==> config.mk <==
export PLATFORM = sky130hd
export DESIGN_NAME = conv_top
export DESIGN_NICKNAME = d
export VERILOG_FILES = /design/src/rtl/conv_pkg.sv /design/src/rtl/conv_div.sv /design/src/rtl/conv_ctrl.sv /design/src/rtl/conv_dp.sv /design/src/rtl/conv_top.sv
export SDC_FILE = /design/constraint.sdc
export NUM_CORES = 2
export LEC_CHECK = 0
export CORE_MARGIN = 4
export CORE_UTILIZATION = 40
export DETAILED_ROUTE_END_ITERATION = 6
export GPL_TIMING_DRIVEN = 1
export PLACE_DENSITY_LB_ADDON = 0.2
export REMOVE_ABC_BUFFERS = 1
export SLEW_MARGIN = 20
export SYNTH_ARGS = -nofsm -noshare
export SYNTH_HDL_FRONTEND = slang
export SYNTH_HIERARCHICAL = 1
export SYNTH_SLANG_ARGS = --single-unit
==> constraint.sdc <==
create_clock -name clk -period 16.1 [get_ports clk]
set_clock_uncertainty 0.2 [all_clocks]
set_input_delay 3.22 -clock clk [delete_from_list [all_inputs] [get_ports clk]]
set_output_delay 3.22 -clock clk [all_outputs]
set_load 0.01 [all_outputs]
==> src/rtl/conv_pkg.sv <==
package conv_pkg;
  // strobes from control to datapath
  typedef struct packed {
    logic capture;   // latch operands
    logic startA;    // launch first division
    logic startB;    // launch second division (temperature only)
    logic finVolt;   // register voltage result
    logic finTemp;   // register clamped temperature result
  } convCtrl_t;

  localparam int TEMP_LO     = -40000;
  localparam int TEMP_HI     = 125000;
  localparam int VOLT_SLOPE  = 90;
  localparam int VOLT_OFFSET = 245805;
  localparam int VOLT_DIV    = 1024;
  localparam int FREQ_DIV    = 1000000;
endpackage

==> src/rtl/conv_div.sv <==
module conv_div #(
  parameter int W = 48
) (
  input  logic                clk,
  input  logic                rstN,
  input  logic                start,
  input  logic signed [W-1:0] dividend,
  input  logic signed [W-1:0] divisor,
  output logic                done,
  output logic signed [W-1:0] quotient
);
  localparam int CW = $clog2(W + 1);

  logic [W-1:0]  rem, quo, dvs;
  logic [CW-1:0] cnt;
  logic          busy, negQ;
  logic [W:0]    trial;

  assign trial = {rem, quo[W-1]};

  always_ff @(posedge clk) begin
    if (!rstN) begin
      rem <= '0; quo <= '0; dvs <= '0; cnt <= '0;
      busy <= 1'b0; negQ <= 1'b0; done <= 1'b0;
    end else if (start) begin
      rem  <= '0;
      quo  <= dividend[W-1] ? -dividend : dividend;
      dvs  <= divisor[W-1]  ? -divisor  : divisor;
      negQ <= dividend[W-1] ^ divisor[W-1];
      cnt  <= CW'(W);
      busy <= 1'b1;
      done <= 1'b0;
    end else if (busy) begin
      if (trial >= {1'b0, dvs}) begin
        rem <= W'(trial - {1'b0, dvs});
        quo <= {quo[W-2:0], 1'b1};
      end else begin
        rem <= trial[W-1:0];
        quo <= {quo[W-2:0], 1'b0};
      end
      cnt  <= cnt - 1'b1;
      busy <= (cnt != CW'(1));
      done <= (cnt == CW'(1));
    end else begin
      done <= 1'b0;
    end
  end

  assign quotient = negQ ? -$signed(quo) : $signed(quo);
endmodule

==> src/rtl/conv_ctrl.sv <==
module conv_ctrl
  import conv_pkg::*;
(
  input  logic      clk,
  input  logic      rstN,
  input  logic      inValid,
  input  logic      isVolt,
  input  logic      divDone,
  output logic      inReady,
  output logic      outValid,
  output convCtrl_t ctrl
);
  typedef enum logic [1:0] {S_IDLE, S_LOAD, S_DIVA, S_DIVB} state_t;
  state_t state, stateNxt;

  always_comb begin
    ctrl     = '0;
    stateNxt = state;
    case (state)
      S_IDLE: if (inValid) begin ctrl.capture = 1'b1; stateNxt = S_LOAD; end
      S_LOAD: begin ctrl.startA = 1'b1; stateNxt = S_DIVA; end
      S_DIVA: if (divDone) begin
        if (isVolt) begin ctrl.finVolt = 1'b1; stateNxt = S_IDLE; end
        else begin ctrl.startB = 1'b1; stateNxt = S_DIVB; end
      end
      S_DIVB: if (divDone) begin ctrl.finTemp = 1'b1; stateNxt = S_IDLE; end
      default: stateNxt = S_IDLE;
    endcase
  end

  always_ff @(posedge clk) begin
    if (!rstN) begin
      state    <= S_IDLE;
      outValid <= 1'b0;
    end else begin
      state    <= stateNxt;
      outValid <= ctrl.finVolt | ctrl.finTemp;
    end
  end

  assign inReady = (state == S_IDLE);
endmodule

==> src/rtl/conv_dp.sv <==
module conv_dp
  import conv_pkg::*;
#(
  parameter int COEF_W = 24,
  parameter int J_W    = 16,
  parameter int FREQ_W = 32,
  parameter int DIV_W  = 48,
  parameter int RES_W  = 32
) (
  input  logic                    clk,
  input  logic                    rstN,
  input  convCtrl_t               ctrl,
  input  logic [15:0]             inCount,
  input  logic                    inVolt,
  input  logic                    inX2,
  input  logic signed [COEF_W-1:0] coefG,
  input  logic [COEF_W-1:0]       coefH,
  input  logic [COEF_W-1:0]       coefCal5,
  input  logic signed [J_W-1:0]   coefJ,
  input  logic [FREQ_W-1:0]       coefFreq,
  input  logic signed [DIV_W-1:0] quot,
  output logic signed [DIV_W-1:0] divDividend,
  output logic signed [DIV_W-1:0] divDivisor,
  output logic                    isVolt,
  output logic signed [RES_W-1:0] outResult
);
  localparam logic signed [DIV_W-1:0] LO   = DIV_W'(TEMP_LO);
  localparam logic signed [DIV_W-1:0] HI   = DIV_W'(TEMP_HI);
  localparam logic signed [DIV_W-1:0] SLP  = DIV_W'(VOLT_SLOPE);
  localparam logic signed [DIV_W-1:0] OFS  = DIV_W'(VOLT_OFFSET);
  localparam logic signed [DIV_W-1:0] VDIV = DIV_W'(VOLT_DIV);
  localparam logic signed [DIV_W-1:0] FDIV = DIV_W'(FREQ_DIV);

  logic [15:0]              nReg;
  logic                     x2Reg;
  logic signed [DIV_W-1:0]  gExt, hExt, cExt, jExt, fExt, nExt, quotA;
  logic signed [DIV_W-1:0]  prodHN, prodJF, vBase, vScaled, sumT, sumClamp;

  always_ff @(posedge clk) begin
    if (!rstN) begin
      nReg <= '0; x2Reg <= 1'b0; isVolt <= 1'b0;
      gExt <= '0; hExt <= '0; cExt <= '0; jExt <= '0; fExt <= '0;
      quotA <= '0; outResult <= '0;
    end else begin
      if (ctrl.capture) begin
        nReg   <= inCount;
        x2Reg  <= inX2;
        isVolt <= inVolt;
        gExt   <= DIV_W'(coefG);
        hExt   <= $signed({{(DIV_W-COEF_W){1'b0}}, coefH});
        cExt   <= $signed({{(DIV_W-COEF_W){1'b0}}, coefCal5});
        jExt   <= DIV_W'(coefJ);
        fExt   <= $signed({{(DIV_W-FREQ_W){1'b0}}, coefFreq});
      end
      if (ctrl.startB)  quotA     <= quot;
      if (ctrl.finVolt) outResult <= quot[RES_W-1:0];
      if (ctrl.finTemp) outResult <= sumClamp[RES_W-1:0];
    end
  end

  assign nExt    = $signed({{(DIV_W-16){1'b0}}, nReg});
  assign prodHN  = hExt * nExt;
  assign prodJF  = jExt * fExt;
  assign vBase   = nExt * SLP - OFS;
  assign vScaled = x2Reg ? (vBase <<< 1) : vBase;

  always_comb begin
    if (ctrl.startB) begin
      divDividend = prodJF;
      divDivisor  = FDIV;
    end else if (isVolt) begin
      divDividend = vScaled;
      divDivisor  = VDIV;
    end else begin
      divDividend = prodHN;
      divDivisor  = cExt;
    end
  end

  assign sumT = gExt + quotA - (hExt >>> 1) + quot;

  always_comb begin
    if (sumT < LO)      sumClamp = LO;
    else if (sumT > HI) sumClamp = HI;
    else                sumClamp = sumT;
  end
endmodule

==> src/rtl/conv_top.sv <==
module conv_top
  import conv_pkg::*;
#(
  parameter int COEF_W = 24,
  parameter int J_W    = 16,
  parameter int FREQ_W = 32,
  parameter int DIV_W  = 48,
  parameter int RES_W  = 32
) (
  input  logic                     clk,
  input  logic                     rstN,
  input  logic                     inValid,
  output logic                     inReady,
  input  logic [31:0]              inSample,
  input  logic                     inVolt,
  input  logic                     inX2,
  input  logic signed [COEF_W-1:0] coefG,
  input  logic [COEF_W-1:0]        coefH,
  input  logic [COEF_W-1:0]        coefCal5,
  input  logic signed [J_W-1:0]    coefJ,
  input  logic [FREQ_W-1:0]        coefFreq,
  output logic                     outValid,
  output logic signed [RES_W-1:0]  outResult
);
  convCtrl_t               ctrl;
  logic                    divDone, isVolt;
  logic signed [DIV_W-1:0] divDividend, divDivisor, quot;

  conv_ctrl uCtrl (
    .clk(clk), .rstN(rstN), .inValid(inValid), .isVolt(isVolt),
    .divDone(divDone), .inReady(inReady), .outValid(outValid), .ctrl(ctrl)
  );

  conv_dp #(.COEF_W(COEF_W), .J_W(J_W), .FREQ_W(FREQ_W), .DIV_W(DIV_W), .RES_W(RES_W)) uDp (
    .clk(clk), .rstN(rstN), .ctrl(ctrl), .inCount(inSample[15:0]),
    .inVolt(inVolt), .inX2(inX2), .coefG(coefG), .coefH(coefH),
    .coefCal5(coefCal5), .coefJ(coefJ), .coefFreq(coefFreq), .quot(quot),
    .divDividend(divDividend), .divDivisor(divDivisor), .isVolt(isVolt),
    .outResult(outResult)
  );

  conv_div #(.W(DIV_W)) uDiv (
    .clk(clk), .rstN(rstN), .start(ctrl.startA | ctrl.startB),
    .dividend(divDividend), .divisor(divDivisor), .done(divDone), .quotient(quot)
  );
endmodule

==> impl_summary.md <==
Hold path
The worst hold path was traced through 2 stages. The worst hold-check path type is reg -> reg.

Timing
The worst hold margin is 0.256 ns. The number of pins with negative max-slew slack in the final report is 0. For the pin with the worst max-slew slack, the measured transition is 1.10 ns. Setup repair after global routing left no endpoint under its margin. The final cycle utilization of the critical path is 63.1%. The post-route minimum period is 10.16 ns. Derived from the worst setup path, the maximum achievable clock frequency is 0.0984 GHz. The worst slew slack as a fraction of its limit is 26.3%. The final hold violation count is 0. The total setup violations reported at the end of the flow is 0.

Pwr
In this run switching power makes up 47.1% of total power. Of the total power, registers draw 19.6%. The leakage power total is 0.0298 µW. For this design the total switching power over the nets is 2660 µW. Total power for the finished layout comes to 5650 µW.

In this run the power density over the cells is 89.5 mW/mm². IR analysis of the VDD net gives a maximum drop of 0.0878 mV. The clock network fraction of total power is 22.3%. The internal cell power is 2990 µW. The portion of total power attributed to combinational logic is 58.0%.

Clocking
In this run, post-CTS hold repair placed 0 buffers. CTS placed an instance of clkbuf_16 at the clock tree root. The clock net in this run drives a total of 374 sinks. Counting along the longest clock path gives a buffer depth of 3.

Post-CTS timing repair inserted 0 buffers for setup. In this run, post-CTS repair resized a total of 0 instances. The CTS tree is built. The count of H-tree levels built during CTS is 2.

The clock transition at the registers of the reported paths is 0.06 ns. TritonCTS created 50 clock buffers. The worst-skew pair later-pin latency is 0.69 ns.

Synthesis
The predominant post-synthesis flop cell is dfxtp_1. Summing the sequential cell areas from Yosys gives 12.9% of the chip area. Synthesis produced a netlist whose cell count is 7015. The synthesized area divided by synthesized cell count is 8.28 µm². The netlist uses 109 different library cells. The synthesized cell area is 0.0581 mm². For this run, asynchronously set or reset flops after synthesis account for 0%. Counting flops and latches in the post-synthesis netlist gives 374. Yosys mapped a number of flops with a built-in enable equal to 0. For this run, the number of Yosys warnings is 6.

Layout
The layout cell share with drive strength beyond 1 is 3.72%. Fill cells in the final layout number 14500. The synthesis-to-layout area growth is 8.68%.

After the last flow step, the layout net total stands at 8361. The total inserted antenna cells is 0.

Worst setup path
STA classifies the critical path startpoint as a register. The library cell contributing the largest single delay on the critical path is dfxtp_1. The worst setup path endpoint is uDiv/quo[41].

The setup slack of the worst register-to-register path is 5.94 ns. Data on the critical path is required at its endpoint by 16.39 ns. The highest fanout seen on the critical path is 15. The terminus of the critical flop-to-flop path is uDiv/quo[41].

The sort of element at the end of the critical path is a register. The length in cells of the worst reg-to-reg path is 29. The most frequent cell on the critical path is fa_1. In this design, the stage delay of the slowest critical-path cell is 0.84 ns. At the worst endpoint, the arrival time is 10.45 ns. The most critical setup path has its startpoint at uDp/hExt[8]. The worst register-to-register path begins at uDp/hExt[8]. The critical path in this run is classified as reg -> reg.

Placement
The detailed placement HPWL is 130000 µm. The global placement routability congestion is 0.896. The count of buffers added on input and output ports is 174.

Die
Pin placement for this block handled 191 I/O pins. The initial cell density of the core is 40.3%. The die covers 0.151 mm². Measured along the x axis, the die boundary spans 389 µm. The height of the die is 389 µm. The core region is 0.144 mm². After floorplanning, the core was divided into 139 placement rows.

Global route
Global routing used 22.4% of the available tracks across all layers. The via count of the first global-routing pass came to 47500. Entering global routing, the biggest net connects 87 pins. The leftover overflow at the end of global routing is 0.

The first global-routing pass estimated 270000 µm of wire. The initial antenna violation count came to 0.

Drt
The total DRC errors in the routed layout is 0. The total via count after detailed routing is 46500. In the detailed route, the total length drawn on met3 is 8910 µm. The first routing iteration left 2720 violations. The post-detailed-route count of antenna-violating nets is 0. Wire segments on met2 add up to 76700 µm in the final route. For this block, the routed nets add up to 169000 µm of wire. The via density per instance is 5.23. After detailed routing, the average wire length per cell comes to 19.0 µm. The highest layer touched by signal routing is met4. After detailed routing, the wire length on met1 is 78300 µm.

The total iterations of the first detailed-routing run is 5.

Run status
The flow ran to the end, and the final reports show no timing, DRC or antenna violations.

Run
The tool flagged a number of max-cap violations equal to 0.
synth_stat cells, types with 8 or more instances:
| cell | count | area share (%) |
|---|---|---|
| nand3b_1 | 8 | 0.10 |
| dfxtp_1 | 374 | 13 |
| or2_2 | 12 | 0.13 |
| a21o_1 | 77 | 1.0 |
| buf_1 | 25 | 0.16 |
| clkbuf_1 | 302 | 2.0 |
| a31o_2 | 8 | 0.12 |
| mux2i_1 | 282 | 4.9 |
| and2_1 | 310 | 3.3 |
| o31ai_1 | 59 | 0.76 |
| buf_2 | 12 | 0.10 |
| nand2b_1 | 43 | 0.46 |
| o21ai_0 | 241 | 2.1 |
| nand3_1 | 64 | 0.55 |
| a211oi_1 | 46 | 0.59 |
| and3_1 | 19 | 0.20 |
| a21boi_0 | 13 | 0.17 |
| and4_1 | 8 | 0.12 |
| xor2_1 | 147 | 2.2 |
| o21ai_1 | 9 | 0.078 |
| or4_1 | 21 | 0.27 |
| o21bai_1 | 30 | 0.39 |
| a221oi_1 | 8 | 0.12 |
| nor2b_1 | 50 | 0.54 |
| inv_1 | 1248 | 8.1 |
| nand4_1 | 41 | 0.44 |
| mux2_2 | 19 | 0.37 |
| nor4_1 | 25 | 0.27 |
| ha_1 | 427 | 9.2 |
| a21oi_1 | 314 | 2.7 |
| or3_1 | 37 | 0.40 |
| nor3_1 | 61 | 0.53 |
| nand2_1 | 836 | 5.4 |
| o22ai_1 | 45 | 0.48 |
| fa_1 | 821 | 28 |
| o21a_1 | 33 | 0.43 |
| a211o_1 | 12 | 0.18 |
| xnor2_1 | 172 | 2.6 |
| a31oi_1 | 33 | 0.36 |
| o211a_1 | 34 | 0.59 |
| o41ai_1 | 20 | 0.30 |
| nor2_1 | 466 | 3.0 |
| buf_4 | 32 | 0.41 |
| o211ai_1 | 27 | 0.35 |
per-stage QoR:
step / instance area (µm²) / setup WS [ns] / setup TNS (ns) / util (%) / instances
after floorplan: 56600 / -2.56 / -354.84 / - / 6660
after global placement: 61300 / 6.19 / 0 / 42.5 / 8807
after detailed placement: 61300 / 6.11 / 0 / 42.5 / 8807
after CTS: 63100 / 6.02 / 0 / 43.8 / 8899
after global routing: 63100 / 5.41 / 0 / 43.8 / 8899
final: 63100 / 5.94 / 0 / 43.8 / 8899
power by group through the flow:
stage / Combinational [µW] / Clock [µW] / Sequential (µW)
CTS: 3270 / 1300 / 1110
finish: 3280 / 1260 / 1110
global placement: 3220 / 0 / 1130
floorplan: 2420 / 0 / 1090
global route: 3680 / 1340 / 1120
detailed placement: 3250 / 0 / 1130
kinds of logic (layout without fill, tap and decap cells):
family	count (synthesis)	after routing	share of synthesized area, %
other cells	1	24	0.00646
fa+ha+maj	1248	1248	37.5
simple gates	2046	2046	16.5
compound gates	1098	1098	12.2
buf+inv	1628	1586	10.8
xor+xnor	319	319	4.81
flops	374	374	12.9
mux	301	301	5.23
critical path: cells and delay by family, from the launching register on:
| kind | cells | cell delay [ns] |
|---|---|---|
| flops | 1 | 0.84 |
| buf+inv | 3 | 0.59 |
| simple gates | 5 | 1.74 |
| fa+ha+maj | 7 | 3.48 |
| compound gates | 12 | 2.70 |
| xor+xnor | 2 | 0.42 |
per-layer routing:
layer	GRT usage, %	up-vias
met5	0	-
met4	6.41	0
met3	3.32	222
met2	35.9	1082
met1	31.4	23000
li1	-	22200
flip-flops by register name, summed over array words and instances (netlist names), 2 cells and up:
name and count:
uDp/gExt 24, uDp/outResult 32, uDiv/quo 48, uDp/jExt 16, uCtrl/state 2, uDp/cExt 24, uDp/quotA 48, uDp/fExt 32
uDiv/rem 48, uDp/nReg 16, uDiv/cnt 6, uDp/hExt 24, uDiv/dvs 48
how the worst min path moves through the flow:
| stage | startpoint | end |
|---|---|---|
| finish | uDp/outResult[29] | uDp/outResult[29] |
| global route | uDp/outResult[27] | uDp/outResult[27] |
| CTS | uDp/outResult[18] | uDp/outResult[18] |
| detailed placement | uDp/outResult[27] | uDp/outResult[27] |
| global placement | uDp/outResult[30] | uDp/outResult[30] |
| floorplan | uDp/cExt[0] | uDp/cExt[0] |
cells in the final DEF (no fill, tap or decap), types with 13 or more instances in the layout:
cell type / netlist / layout
o21ai_0: 241 / 240
or4_1: 21 / 21
o21bai_1: 30 / 30
o22ai_1: 45 / 45
nand2_1: 836 / 835
nor2_1: 466 / 465
o211a_1: 34 / 34
inv_1: 1248 / 1247
dfxtp_1: 374 / 361
nand4_1: 41 / 41
conb_1: 1 / 24
a21oi_1: 314 / 314
buf_4: 32 / 70
or3_1: 37 / 37
a31oi_1: 33 / 33
mux2i_1: 282 / 281
nor4_1: 25 / 25
ha_1: 427 / 427
clkbuf_16: 0 / 50
mux2_2: 19 / 19
o41ai_1: 20 / 20
and3_1: 19 / 19
a211oi_1: 46 / 46
o21a_1: 33 / 33
a21boi_0: 13 / 13
nor2b_1: 50 / 49
and2_1: 310 / 310
xnor2_1: 172 / 172
a21o_1: 77 / 77
nand3_1: 64 / 64
nor3_1: 61 / 61
xor2_1: 147 / 147
fa_1: 821 / 821
o211ai_1: 27 / 27
o31ai_1: 59 / 59
nand2b_1: 43 / 42
clkdlybuf4s50_1: 0 / 173
area by class of cell:
class | instances | area (µm²) | share of cell area, %
clock inverters | 34 | 508 | 0.805
flip-flops and latches | 374 | 7510 | 11.9
multi-input cells | 5036 | 44400 | 70.4
clock buffers | 58 | 1350 | 2.14
inverters | 1250 | 4700 | 7.44
well taps | 1903 | 2380 | 3.77
repair buffers | 244 | 2260 | 3.58
Power figures use the tool's default switching activity.
